### src/rtl/psram_wr_pkg.sv
package psram_wr_pkg;

  typedef enum logic [1:0] {
    ST_IDLE,
    ST_PULSE,
    ST_RECOVER,
    ST_GAP
  } wrState_e;

  // strobes handed from control to datapath
  typedef struct packed {
    logic csOn;     // chip select pair active
    logic weOn;     // write strobe (and byte strobes) active
    logic dqDrive;  // data pads driven
    logic load;     // capture request fields this edge
  } wrStrobe_t;

  function automatic int ceilDiv(input int num, input int den);
    return (num + den - 1) / den;
  endfunction

  function automatic int cycleNs(input int grade);
    return (grade == 0) ? 55 : 70;
  endfunction

  function automatic int pulseNs(input int grade);
    return (grade == 0) ? 45 : 60;
  endfunction

  function automatic int setupNs(input int grade);
    return (grade == 0) ? 25 : 30;
  endfunction

endpackage

### src/rtl/psram_wr_ctrl.sv
module psram_wr_ctrl
  import psram_wr_pkg::*;
#(
  parameter int WE_CYC    = 5,
  parameter int REC_CYC   = 1,
  parameter int GAP_CYC   = 1,
  parameter int AGE_LIMIT = 1490,
  parameter int CNT_W     = 3,
  parameter int AGE_W     = 11
) (
  input  logic      clk,
  input  logic      rstN,
  input  logic      reqValid,
  input  logic      reqWrite,
  output logic      reqReady,
  output wrStrobe_t strobe
);

  wrState_e         state;
  logic [CNT_W-1:0] cnt;
  logic [AGE_W-1:0] csAge;
  logic             csOn;
  logic             weOn;
  logic             dqDrive;
  logic             needGap;
  logic             accept;

  assign needGap  = csOn && (csAge >= AGE_W'(AGE_LIMIT));
  assign reqReady = (state == ST_IDLE) && !needGap && reqWrite;
  assign accept   = reqValid && reqReady;

  always_ff @(posedge clk or negedge rstN) begin
    if (!rstN) begin
      state   <= ST_IDLE;
      cnt     <= '0;
      csAge   <= '0;
      csOn    <= 1'b0;
      weOn    <= 1'b0;
      dqDrive <= 1'b0;
    end else begin
      csAge <= csOn ? csAge + 1'b1 : '0;
      case (state)
        ST_IDLE: begin
          if (accept) begin
            state <= ST_PULSE;
            cnt   <= CNT_W'(WE_CYC - 1);
            csOn  <= 1'b1;
            weOn  <= 1'b1;
          end else if (needGap) begin
            state <= ST_GAP;
            cnt   <= CNT_W'(GAP_CYC - 1);
            csOn  <= 1'b0;
          end
        end
        ST_PULSE: begin
          dqDrive <= 1'b1;
          if (cnt == '0) begin
            weOn  <= 1'b0;
            state <= ST_RECOVER;
            cnt   <= CNT_W'(REC_CYC - 1);
          end else begin
            cnt <= cnt - 1'b1;
          end
        end
        ST_RECOVER: begin
          dqDrive <= 1'b0;
          if (cnt == '0) state <= ST_IDLE;
          else           cnt   <= cnt - 1'b1;
        end
        default: begin
          if (cnt == '0) state <= ST_IDLE;
          else           cnt   <= cnt - 1'b1;
        end
      endcase
    end
  end

  always_comb begin
    strobe.csOn    = csOn;
    strobe.weOn    = weOn;
    strobe.dqDrive = dqDrive;
    strobe.load    = accept;
  end

endmodule

### src/rtl/psram_wr_datapath.sv
module psram_wr_datapath
  import psram_wr_pkg::*;
#(
  parameter int ADDR_W = 20,
  parameter int DATA_W = 16,
  parameter int BE_W   = 2
) (
  input  logic              clk,
  input  logic              rstN,
  input  wrStrobe_t         strobe,
  input  logic [ADDR_W-1:0] reqAddr,
  input  logic [DATA_W-1:0] reqData,
  input  logic [BE_W-1:0]   reqBe,
  output logic [ADDR_W-1:0] memAddr,
  output logic [DATA_W-1:0] memDqOut,
  output logic              memDqOe,
  output logic              memSelN,
  output logic              memSelP,
  output logic              memWrN,
  output logic              memOutEnN,
  output logic              memHiN,
  output logic              memLoN
);

  logic [ADDR_W-1:0] addrQ;
  logic [DATA_W-1:0] dataQ;
  logic [BE_W-1:0]   beQ;

  always_ff @(posedge clk or negedge rstN) begin
    if (!rstN) begin
      addrQ <= '0;
      dataQ <= '0;
      beQ   <= '0;
    end else if (strobe.load) begin
      addrQ <= reqAddr;
      dataQ <= reqData;
      beQ   <= reqBe;
    end
  end

  assign memAddr   = addrQ;
  assign memDqOut  = dataQ;
  assign memDqOe   = strobe.dqDrive;
  assign memSelN   = !strobe.csOn;
  assign memSelP   = strobe.csOn;
  assign memWrN    = !strobe.weOn;
  assign memOutEnN = 1'b1;
  assign memHiN    = !(strobe.weOn && beQ[BE_W-1]);
  assign memLoN    = !(strobe.weOn && beQ[0]);

endmodule

### src/rtl/psram_wr_bridge.sv
module psram_wr_bridge
  import psram_wr_pkg::*;
#(
  parameter int CLK_PERIOD_NS = 10,
  parameter int SPEED_GRADE   = 0,
  parameter int CS_MAX_NS     = 15000,
  parameter int CS_HIGH_NS    = 5,
  parameter int ADDR_W        = 20,
  parameter int DATA_W        = 16
) (
  input  logic                clk,
  input  logic                rstN,
  input  logic                reqValid,
  input  logic                reqWrite,
  input  logic [ADDR_W-1:0]   reqAddr,
  input  logic [DATA_W-1:0]   reqData,
  input  logic [DATA_W/8-1:0] reqBe,
  output logic                reqReady,
  output logic [ADDR_W-1:0]   memAddr,
  output logic [DATA_W-1:0]   memDqOut,
  output logic                memDqOe,
  output logic                memSelN,
  output logic                memSelP,
  output logic                memWrN,
  output logic                memOutEnN,
  output logic                memHiN,
  output logic                memLoN
);

  localparam int BE_W      = DATA_W / 8;
  localparam int WC_CYC    = ceilDiv(cycleNs(SPEED_GRADE), CLK_PERIOD_NS);
  localparam int WE_CYC    = ceilDiv(pulseNs(SPEED_GRADE), CLK_PERIOD_NS);
  localparam int SD_CYC    = ceilDiv(setupNs(SPEED_GRADE), CLK_PERIOD_NS);
  localparam int GAP_CYC   = ceilDiv(CS_HIGH_NS, CLK_PERIOD_NS);
  localparam int REC_CYC   = (WC_CYC > WE_CYC + 1) ? WC_CYC - WE_CYC : 1;
  localparam int WR_LEN    = WE_CYC + REC_CYC;
  localparam int CS_LIMIT  = CS_MAX_NS / CLK_PERIOD_NS;
  localparam int AGE_LIMIT = CS_LIMIT - WR_LEN - 2;
  localparam int CNT_MAX   = (WE_CYC > REC_CYC) ? ((WE_CYC > GAP_CYC) ? WE_CYC : GAP_CYC)
                                                : ((REC_CYC > GAP_CYC) ? REC_CYC : GAP_CYC);
  localparam int CNT_W     = $clog2(CNT_MAX + 1);
  localparam int AGE_W     = $clog2(CS_LIMIT + 1);

  if (WE_CYC - 1 < SD_CYC) begin : gSetupTooShort
    $error("write pulse leaves too little data setup at this clock period");
  end
  if (AGE_LIMIT < 1) begin : gSelectLimitTooShort
    $error("chip select limit cannot hold one write cycle");
  end

  wrStrobe_t strobe;

  psram_wr_ctrl #(
    .WE_CYC   (WE_CYC),
    .REC_CYC  (REC_CYC),
    .GAP_CYC  (GAP_CYC),
    .AGE_LIMIT(AGE_LIMIT),
    .CNT_W    (CNT_W),
    .AGE_W    (AGE_W)
  ) ctrl_i (
    .clk     (clk),
    .rstN    (rstN),
    .reqValid(reqValid),
    .reqWrite(reqWrite),
    .reqReady(reqReady),
    .strobe  (strobe)
  );

  psram_wr_datapath #(
    .ADDR_W(ADDR_W),
    .DATA_W(DATA_W),
    .BE_W  (BE_W)
  ) dp_i (
    .clk      (clk),
    .rstN     (rstN),
    .strobe   (strobe),
    .reqAddr  (reqAddr),
    .reqData  (reqData),
    .reqBe    (reqBe),
    .memAddr  (memAddr),
    .memDqOut (memDqOut),
    .memDqOe  (memDqOe),
    .memSelN  (memSelN),
    .memSelP  (memSelP),
    .memWrN   (memWrN),
    .memOutEnN(memOutEnN),
    .memHiN   (memHiN),
    .memLoN   (memLoN)
  );

endmodule

### config.mk
export PLATFORM = sky130hd
export DESIGN_NAME = psram_wr_bridge
export DESIGN_NICKNAME = d
export VERILOG_FILES = /design/src/rtl/psram_wr_pkg.sv /design/src/rtl/psram_wr_ctrl.sv /design/src/rtl/psram_wr_datapath.sv /design/src/rtl/psram_wr_bridge.sv
export SDC_FILE = /design/constraint.sdc
export NUM_CORES = 1
export LEC_CHECK = 0
export BUFFER_PORTS_ARGS = -buffer_cell sky130_fd_sc_hd__buf_2
export CAP_MARGIN = 0
export CORE_ASPECT_RATIO = 1.25
export CORE_MARGIN = 2
export CORE_UTILIZATION = 46
export CTS_CLUSTER_DIAMETER = 120
export DETAILED_ROUTE_END_ITERATION = 8
export GPL_ROUTABILITY_DRIVEN = 0
export PLACE_DENSITY_LB_ADDON = 0.08
export SLEW_MARGIN = 30
export SYNTH_ARGS = -nofsm -noshare
export SYNTH_HDL_FRONTEND = slang
export SYNTH_HIERARCHICAL = 1
export SYNTH_SLANG_ARGS = --single-unit
### constraint.sdc
create_clock -name clk -period 2.1 [get_ports clk]
set_input_delay 0.63 -clock clk [delete_from_list [all_inputs] [get_ports clk]]
set_output_delay 0.63 -clock clk [all_outputs]
set_load 0.05 [all_outputs]
==> qor.yml <==
synthesis:
  synth_top_cells_by_area: "dfrtp_1 (52%), mux2_4 (11%), mux2_2 (7.4%), ha_1 (3.2%), and2_1 (2.3%)"
  async_set_or_reset_flop_fraction_in_the_synthesized_netlist_pct: 100
  ys_seq_elements: 57
  synth.yosys.seq_area_share_pct: 52.1
  syn-cell-area_sq_mm: 0.00274
  synthesis.nets: 265
  post_synth_inst_count: 216
  synthesis.yosys.warnings: 6
  ys.flop_type: "dfrtp_1"
  synth_top_area_cell: "dfrtp_1"
  synth_cell_type_count: 46
  syn-mean-instance-area_sq_um: 12.7
  number_of_synthesized_flops_with_an_enable_pin: 0
  synthDominantCellAreaShare_pct: 52.1
detailed_routing:
  routed_wirelength_microns: 5740
  pre_antenna_drt_iters: 4
  detail_route.iter0.violations: 85
  drt_drc_violations_left: 0
  dr_total_vias: 1984
  ant_nets: 0
  drt-wirelength-per-cell_microns: 14.7
  vias_per_cell: 5.09
global_route:
  grt_pass1_wl_microns: 8990
  maximum_number_of_pins_on_one_net_before_global_route_repair: 43
  first_global_vias: 1960
  overflow: 0
  antenna_found_initial: 0
  track_usage_pct: 17.7
run:
  max_cap_viol_count: 0
die:
  die_area_sq_mm: 0.00659
  placement_rows: 31
  core_sq_mm: 0.00578
  dieWidth_microns: 73.0
  start_util_pct: 47.3
  boundaryPins: 86
  die_h_microns: 90.2
setup_path:
  critical_path.startpoint_type: "flop"
  critPathRequiredTime_ns: 1.47
  worst_r2r_path_depth: 11
  slowest_delay_ns: 0.39
  critical_path.cell_chain: "inv_2 -> ha_4 -> inv_4 -> a31oi_4 -> and3_4 -> buf_8"
  cp_slowest_cell: "dfrtp_1"
  endpoint_kind: "output pin"
  critical_path_arrival_ns: 1.49
  rrSetupSlack_ns: 0.09
  crit-reg2reg-launch: "ctrl_i/state[1]"
  r2r_end: "dp_i/memDqOut[10]"
  worstPathMaxFanout: 3
  criticalPathCategory: "flop to output pin"
finish:
  design.final.nets: 370
  total_area_of_multi_input_combinational_cells_sq_mm: 0.00119
  fin_util_pct: 62.9
  most-common-layout-cells: "buf_2 (83), dfrtp_1 (57), mux2_4 (20), buf_4 (19), mux2_2 (18)"
  final_cell_count_without_fillers: 390
  drive_above_1_share_pct: 54.0
  insertedDiodeCount: 0
  sequential_cell_area_sq_mm: 0.00143
  layout.cells.most_common: "buf_2"
  area.growth.synth_to_final_pct: 32.8
  final.fill_count: 475
sta:
  worst_slack_ns: -0.0224
  finalClockSkew_ns: 0.00670
  finalHoldViolations: 0
  setup_repair_after_global_routing_missed_its_margin: "yes"
  fin_crit_ns: 2.12
  fmaxAchievable_ghz: 0.471
  min_period_over_period_pct: 101
  fin_hold_ws_ns: 0.212
  finalMaxSlewViolations: 0
  setup-violations-final: 1
clocking:
  clk_pin_slew_ns: 0.06
  ctsLongestPathBuffers: 2
  cts_buffers: 9
  numClockSinks: 57
  clock_latency_ns: 0.33
  clockRootBuffer: "clkbuf_8"
  ctsHtreeMaxLevel: 3
  tritoncts: "yes"
min_path:
  hold_path_class: "input port to async pin"
power:
  p_per_area_mw_per_mm2: 1810
  power.ir.vdd_worst_mv: 0.709
  power.static_leakage_nw: 1.79
placement:
  portBuffers: 84
  dpl_worst_slack_ns: 0.114
  detailedPlacementHpwl_microns: 3840
  placed_cells_incl_taps: 364
run_status:
  violations: "setup timing"
  status: "finished with violations"
[registers in the layout, summed over array words and instances, names as in the netlist]
signal          cells
ctrl_i/csOn         1
dp_i/memAddr       20
ctrl_i/weOn         1
ctrl_i/dqDrive      1
ctrl_i/state        2
ctrl_i/cnt          3
ctrl_i/csAge       11
dp_i/memDqOut      16
dp_i/beQ            2
[where the power goes]
part	total (W)	switching, W	internal, W
Sequential	0.00188	0.000277	0.00160
Clock	0.00105	0.000399	0.000650
Combinational	0.00366	0.00233	0.00134
Total	0.00659	0.00300	0.00359
[worst max path at each step]
| stage | start | end | slack, ns | cells past startpoint |
|---|---|---|---|---|
| 2_1_floorplan | ctrl_i/state[0] | reqReady | -0.002 | 6 |
| 3_3_place_gp | ctrl_i/state[0] | reqReady | 0.16 | 6 |
| 3_5_place_dp | ctrl_i/state[0] | reqReady | 0.11 | 6 |
| 4_1_cts | ctrl_i/csAge[2] | reqReady | -0.04 | 4 |
| 5_1_grt | ctrl_i/state[0] | reqReady | -0.09 | 6 |
| 6_report | ctrl_i/state[1] | reqReady | -0.02 | 6 |
[per-stage QoR]
| stage | instance area (sq um) | total power [W] | TNS [ns] |
|---|---|---|---|
| CTS | 3560 | 0.00656 | -0.0381 |
| detailed placement | 3260 | 0.00531 | 0 |
| global route | 3630 | 0.00697 | -0.0932 |
| floorplan | 2740 | 0.00455 | -0.00206 |
| global placement | 3260 | 0.00528 | 0 |
| finish | 3630 | 0.00659 | -0.0224 |
[cell usage after synthesis, types with 2 or more instances]
cell type	n
mux2_4	20
o21a_1	2
o21ai_0	2
nand4_1	3
nand2_1	13
mux2_2	18
nand3_1	6
o211ai_1	2
inv_1	13
buf_6	3
and3_1	2
nor2b_1	3
nor3_1	2
ha_1	7
xor2_1	3
clkbuf_1	2
nor2_1	4
and2_1	10
buf_4	8
dfrtp_1	57
xnor2_1	5
a21oi_1	7
[what timing repair did]
| item | in CTS | in global routing |
|---|---|---|
| hold buffers | 0 | 0 |
| gates cloned | 0 | 2 |
| setup endpoints to repair | 1 | 39 |
| pin swaps | 3 | 2 |
| setup buffers | 8 | 2 |
| resized for setup | 11 | 4 |
[cell type report]
class / count / share of cell area, %
multi-input combinational: 132 / 32.8
sequential: 57 / 39.2
clock inverter: 4 / 1.93
tap: 66 / 2.27
clock buffer: 10 / 3.51
timing repair buffer: 108 / 18.8
inverter: 13 / 1.48
[metal layers]
metal  share of wire (%)  global-route usage [%]  vias to the layer above
li1                    -                       -                      953
met1                  46                    22.9                      951
met2                  46                    25.8                       72
met3                 6.2                    6.50                        8
met4                 1.7                    8.64                        0
met5                   0                       0                        -
[logic make-up after synthesis]
family | count (synthesis) | synth area share (%)
DFF | 57 | 52.1
buffers and inverters | 27 | 5.67
and+or+nand+nor | 50 | 10.1
adders and majority gates | 7 | 3.20
other | 1 | 0.137
xor gates and xnor gates | 8 | 2.56
AOI/OAI and AO/OA | 28 | 7.86
muxes | 38 | 18.4
[critical path: cells and delay by family, from the launching register on]
family	cells	cell delay, ns
and+or+nand+nor	1	0.21
adders and majority gates	1	0.15
AOI/OAI and AO/OA	1	0.14
buffers and inverters	3	0.27
DFF	1	0.39
Note: power is estimated with default switching activity, not from simulation.
